`config.mk`:
```
export PLATFORM = sky130hd
export DESIGN_NAME = bfp_pass_scaler
export DESIGN_NICKNAME = d
export VERILOG_FILES = /design/src/rtl/bfp_pass_scaler.sv
export SDC_FILE = /design/constraint.sdc
export NUM_CORES = 1
export LEC_CHECK = 0
export ABC_CLOCK_PERIOD_IN_PS = 2000
export BUFFER_PORTS_ARGS = -buffer_cell sky130_fd_sc_hd__buf_2
export CORE_MARGIN = 2
export CORE_UTILIZATION = 45
export CTS_BUF_LIST = sky130_fd_sc_hd__clkbuf_8
export CTS_CLUSTER_SIZE = 25
export DETAILED_ROUTE_END_ITERATION = 10
export GPL_TIMING_DRIVEN = 0
export PLACE_DENSITY = 0.81
export SKIP_LAST_GASP = 1
export SYNTH_ARGS = -nofsm -noshare
export SYNTH_HDL_FRONTEND = slang
export SYNTH_SLANG_ARGS = --single-unit
```
`constraint.sdc`:
```
create_clock -name clk -period 2 [get_ports clk]
set_input_delay 0.3 -clock clk [delete_from_list [all_inputs] [get_ports clk]]
set_output_delay 0.3 -clock clk [all_outputs]
set_load 0.03 [all_outputs]
```
`src/rtl/bfp_pass_scaler.sv`:
```
module bfp_pass_scaler #(
  parameter int W = 16,
  parameter int G = 2,
  parameter int MAX_PASSES = 8,
  localparam int WI = W + G,
  localparam int SW = $clog2(G + 1),
  localparam int EW = $clog2(MAX_PASSES * G) + 1
) (
  input  logic                 clk,
  input  logic                 rst_n,
  input  logic                 blk_start,
  input  logic                 blk_end,
  input  logic                 pass_start,
  input  logic                 pass_end,
  input  logic                 wr_valid,
  input  logic signed [WI-1:0] wr_re,
  input  logic signed [WI-1:0] wr_im,
  input  logic                 rd_valid,
  input  logic signed [WI-1:0] rd_re,
  input  logic signed [WI-1:0] rd_im,
  output logic                 out_valid,
  output logic signed [W-1:0]  out_re,
  output logic signed [W-1:0]  out_im,
  output logic [SW-1:0]        cur_shift,
  output logic signed [EW-1:0] exp_o,
  output logic                 exp_valid
);

  function automatic logic [SW-1:0] grow(input logic signed [WI-1:0] x);
    logic signed [WI-1:0] t;
    grow = SW'(G);
    for (int g = G; g >= 0; g--) begin
      t = x >>> (W + g - 1);
      if (t == '0 || t == '1) grow = SW'(g);
    end
  endfunction

  logic [SW-1:0] peak_q, g_re, g_im, gw, shift_eff;
  logic          open_q, take;

  assign g_re      = grow(wr_re);
  assign g_im      = grow(wr_im);
  assign gw        = (g_re > g_im) ? g_re : g_im;
  assign take      = wr_valid && (open_q || pass_start) && !blk_start;
  assign shift_eff = pass_start ? peak_q : cur_shift;

  always_ff @(posedge clk or negedge rst_n) begin
    if (!rst_n) begin
      out_valid <= 1'b0;
      out_re    <= '0;
      out_im    <= '0;
      exp_valid <= 1'b0;
      exp_o     <= '0;
      cur_shift <= '0;
      peak_q    <= '0;
      open_q    <= 1'b0;
    end else begin
      out_valid <= rd_valid;
      exp_valid <= blk_end;
      if (rd_valid) begin
        out_re <= W'(rd_re >>> shift_eff);
        out_im <= W'(rd_im >>> shift_eff);
      end
      if (blk_start) begin
        exp_o     <= '0;
        cur_shift <= '0;
        peak_q    <= '0;
        open_q    <= 1'b0;
      end else begin
        if (pass_start) begin
          exp_o     <= exp_o - EW'(peak_q);
          cur_shift <= peak_q;
          peak_q    <= take ? gw : '0;
          open_q    <= 1'b1;
        end else if (take && gw > peak_q) begin
          peak_q <= gw;
        end
        if (pass_end) open_q <= 1'b0;
      end
    end
  end

endmodule

```
==> results.txt <==
----------------------------------------------------
[Logic synthesis]
  Synth Register Bits ... 44
  Synthesized area ... 2820 um^2
  Yosys warning count ... 0
  Net count after synthesis ... 387
  Share of async-settable or async-resettable flops after synthesis ... 1.00
  Post-synthesis average cell area ... 9.43 um^2
  Number of distinct library cell variants in the gate-level netlist after synthesis ... 35
  Number of enable-type register cells in the synthesized netlist ... 0
  Cells after synthesis ... 299
  Register area share after synthesis ... 0.390
  Leading register cell type out of synthesis ... sky130_fd_sc_hd__dfrtp_1

[Layout]
  Antenna fix cells ... 0
  Final cell area excluding filler cells ... 3610 um^2
  Area growth, synth to finish ... 27.9%
  Layout cell share with drive strength beyond 1 ... 0.398
  Final Net Count ... 487

[Die]
  Die X-Extent ... 83.2 um
  Initial cell density of the core ... 0.471
  Total core area ... 5990 um^2
  Area enclosed by the die boundary ... 6920 um^2
  Row Count ... 28
  Boundary pin count ... 121
  Die span in y ... 83.2 um

[CTS]
  Clock tree from TritonCTS ... yes
  Clk sinks ... 44
  Number of H-tree levels ... 2
  Cell chosen for the clock root ... sky130_fd_sc_hd__clkbuf_8
  CTS buffer count ... 5
  Largest buffer count on any clock path ... 2
  Clock-pin slew reported for the worst setup and hold paths after clock tree synthesis ... 90 ps
  Clock latency of the later-clocked register in the worst-skew pair ... 290 ps

[Detailed routing]
  Number of antenna-violating nets in the routed design ... 0
  Wire length per cell ... 14.7 um
  DR pass1 iterations ... 4
  Total via count after detailed routing ... 2525
  DR iter-0 viols ... 100
  Drt via density ... 5.32
  Final routed DRC violation total ... 0
  Wire length reported by the detailed router ... 7.00 mm

[Placement]
  Number of port buffers ... 88
  Area after detailed placement ... 3410 um^2
  Global placement routability congestion ... 0.880
  Hpwl dp ... 5.29 mm

[Power]
  Total power density per cell area ... 729 nW/um^2
  Power consumption ... 2.63 mW
  Peak supply drop ... 414 uV
  Leakage ... 1.82 nW

[Hold path]
  Worst hold path endpoint ... exp_valid
  Startpoint of the tightest hold check path ... blk_end
  Hold-critical path depth ... 1
  Kind of path behind the tightest hold check ... input port to flop

[Critical path]
  Worst path bufs/invs ... 3
  Crit path max-delay family ... compound AO/OA/AOI/OAI gates
  Crit. End Element ... flop
  Slowest cell on crit path ... sky130_fd_sc_hd__ha_1
  Length in cells of the worst reg-to-reg path ... 6
  Crit path cell chain ... buf_4 -> and3b_2 -> a21oi_2 -> inv_2 -> ha_4 -> nand3_2 -> o21ai_2 -> a211oi_2 -> nor2_1 -> ha_1 -> nand2_1 -> o2111ai_2 -> buf_4 -> nand3b_1 -> a21oi_1
  Data arrival time of the critical path ... 2260 ps
  Biggest fanout along the worst timing path ... 3
  Worst endpoint required time ... 2160 ps
  Reg-to-reg startpoint ... peak_q[0]
  Endpoint of the most critical register-to-register path ... out_re[3]
  Top cell by count, worst path ... sky130_fd_sc_hd__buf_4
  Setup Crit Path Kind ... input port to flop
  Crit. path cell count ... 15
  Delay of the slowest critical-path stage ... 270 ps
  CP startpoint kind ... input port
  Reg-to-reg setup timing slack ... 170 ps

[Global route]
  Total congestion overflow after global routing ... 0
  Number of global-route vias before repair ... 2534
  Wire length of the first global-routing pass ... 12.0 mm
  Met2 global-route usage ... 0.339
  Gr busiest metal ... met2
  Combined global-route utilization of all metal layers ... 0.207
  Largest net degree at the start of global routing ... 45
  Antenna violations before repair ... 0
  Met1 demand-to-capacity share in global routing ... 0.279
  Met3 Use GR ... 0.0348

[Timing]
  Clock Skews ... 6.54 ps
  Fin crit period ... 2090 ps
  Final WS setup ... -93.3 ps
  Hold Violations, Final ... 0
  Share of the clock period used by the worst path ... 1.05
  Upper clock frequency limit ... 0.478 GHz
  Remaining max-slew budget at the tightest pin ... 0.353
  Final-report max-slew violation count ... 0
  # setup viols final ... 2
  Transition time at the pin with the least slew margin ... 971 ps
  Setup repair after global routing missed its margin ... true

[Run status]
  Run status ... finished with violations
  Violated checks ... negative setup slack

[Flow run]
  Max-cap check violation count ... 0

----------------------------------------------------
synthesized netlist by cell type, types with 8 or more instances:
cell | count | area (um^2)
sky130_fd_sc_hd__nand2_1 | 52 | 195
sky130_fd_sc_hd__dfrtp_1 | 44 | 1100
sky130_fd_sc_hd__mux2i_1 | 21 | 210
sky130_fd_sc_hd__inv_1 | 19 | 71.3
sky130_fd_sc_hd__mux2_2 | 19 | 214
sky130_fd_sc_hd__nand3_1 | 14 | 70.1
sky130_fd_sc_hd__nor2_1 | 14 | 52.6
sky130_fd_sc_hd__o21ai_1 | 13 | 65.1
sky130_fd_sc_hd__a31oi_1 | 12 | 75.1
sky130_fd_sc_hd__a211oi_1 | 9 | 67.6
sky130_fd_sc_hd__a211oi_2 | 8 | 100
sky130_fd_sc_hd__and2_0 | 8 | 50.1
stage by stage:
| stage | hold WS (ps) | setup TNS, ps | cells | utilization | setup slack (ps) |
|---|---|---|---|---|---|
| 6_report | 112 | -185 | 475 | 0.602 | -93.3 |
| 5_1_grt | 101 | -504 | 475 | 0.602 | -278 |
| 4_1_cts | 107 | -146 | 473 | 0.595 | -80.4 |
| 3_5_place_dp | 414 | -978 | 462 | 0.569 | -501 |
| 3_3_place_gp | 408 | -815 | 462 | 0.569 | -420 |
| 2_1_floorplan | 4.41 | -313 | 299 | - | -158 |
metal layers:
layer  part of all wire  vias up
met5                  0        -
met2               0.49       85
met1               0.45     1194
li1                   -     1234
met3              0.042       12
met4              0.018        0
worst reg2reg max path: cells and delay by family (launching register included):
kind / cells / cell delay [ps]
AOI/OAI and AO/OA: 1 / 70
buffers and inverters: 1 / 300
DFF: 1 / 470
muxes: 2 / 690
and+or+nand+nor: 2 / 180
where the power goes:
group / leakage, nW / switching [mW] / internal, mW
registers: 0.539 / 0.0606 / 0.999
logic: 1.23 / 0.559 / 0.339
clock network: 0.0541 / 0.304 / 0.370
total: 1.82 / 0.923 / 1.71
worst max path at each step:
stage / slack [ps] / endpoint / start
after floorplan: -160 / peak_q[1] / wr_im[17]
after global placement: -420 / peak_q[1] / wr_im[17]
after detailed placement: -500 / peak_q[1] / wr_im[17]
after CTS: -80 / peak_q[1] / wr_re[17]
after global routing: -280 / peak_q[1] / wr_im[15]
final: -90 / peak_q[1] / wr_im[15]
cells by family after synthesis:
group	Yosys count	share of synthesized area
flops	44	0.390
xor+xnor	5	0.0155
buf+inv	39	0.0670
compound gates	54	0.134
simple gates	104	0.168
mux	45	0.188
fa+ha+maj	8	0.0382
cells in the final DEF, fill, tap and decap left out, drive strengths merged:
| master | count |
|---|---|
| o22ai | 1 |
| nand2 | 52 |
| ha | 7 |
| mux2 | 20 |
| buf | 108 |
| o32ai | 1 |
| clkinv | 1 |
| xnor2 | 4 |
| nor3 | 2 |
| dfrtp | 44 |
| nand3b | 2 |
| and2 | 14 |
| and3b | 2 |
| mux4 | 2 |
| nand3 | 14 |
| clkbuf | 10 |
| o21ai | 15 |
| mux2i | 23 |
| xor2 | 1 |
| clkinvlp | 1 |
| a211oi | 17 |
| fa | 1 |
| o2111ai | 1 |
| bufinv | 1 |
| a21oi | 7 |
| inv | 19 |
| a31oi | 12 |
| nor2 | 14 |
| nor2b | 2 |
| nand2b | 2 |
cell type report:
cell class,instances,area (um^2)
Fill cell,522,2380
Multi-Input combinational cell,216,1620
Sequential cell,44,1100
Timing Repair Buffer,93,497
Buffer,20,118
Tap cell,75,93.8
Inverter,19,71.3
Clock buffer,5,68.8
Clock inverter,3,42.5
sequential cells by signal, indices dropped and copies added (netlist names):
register / flops
cur_shift: 2
exp_o: 5
exp_valid: 1
open_q: 1
out_im: 16
out_re: 16
out_valid: 1
peak_q: 2
timing repair:
item | CTS | global route
setup endpoints to repair | 2 | 2
setup buffers | 3 | 2
endpoints found under the hold margin | 0 | 0
resized for setup | 4 | 9
hold buffers | 0 | 0
pin swaps | 7 | 0
cloned | 0 | 0
Note: power is estimated with default switching activity, not from simulation.
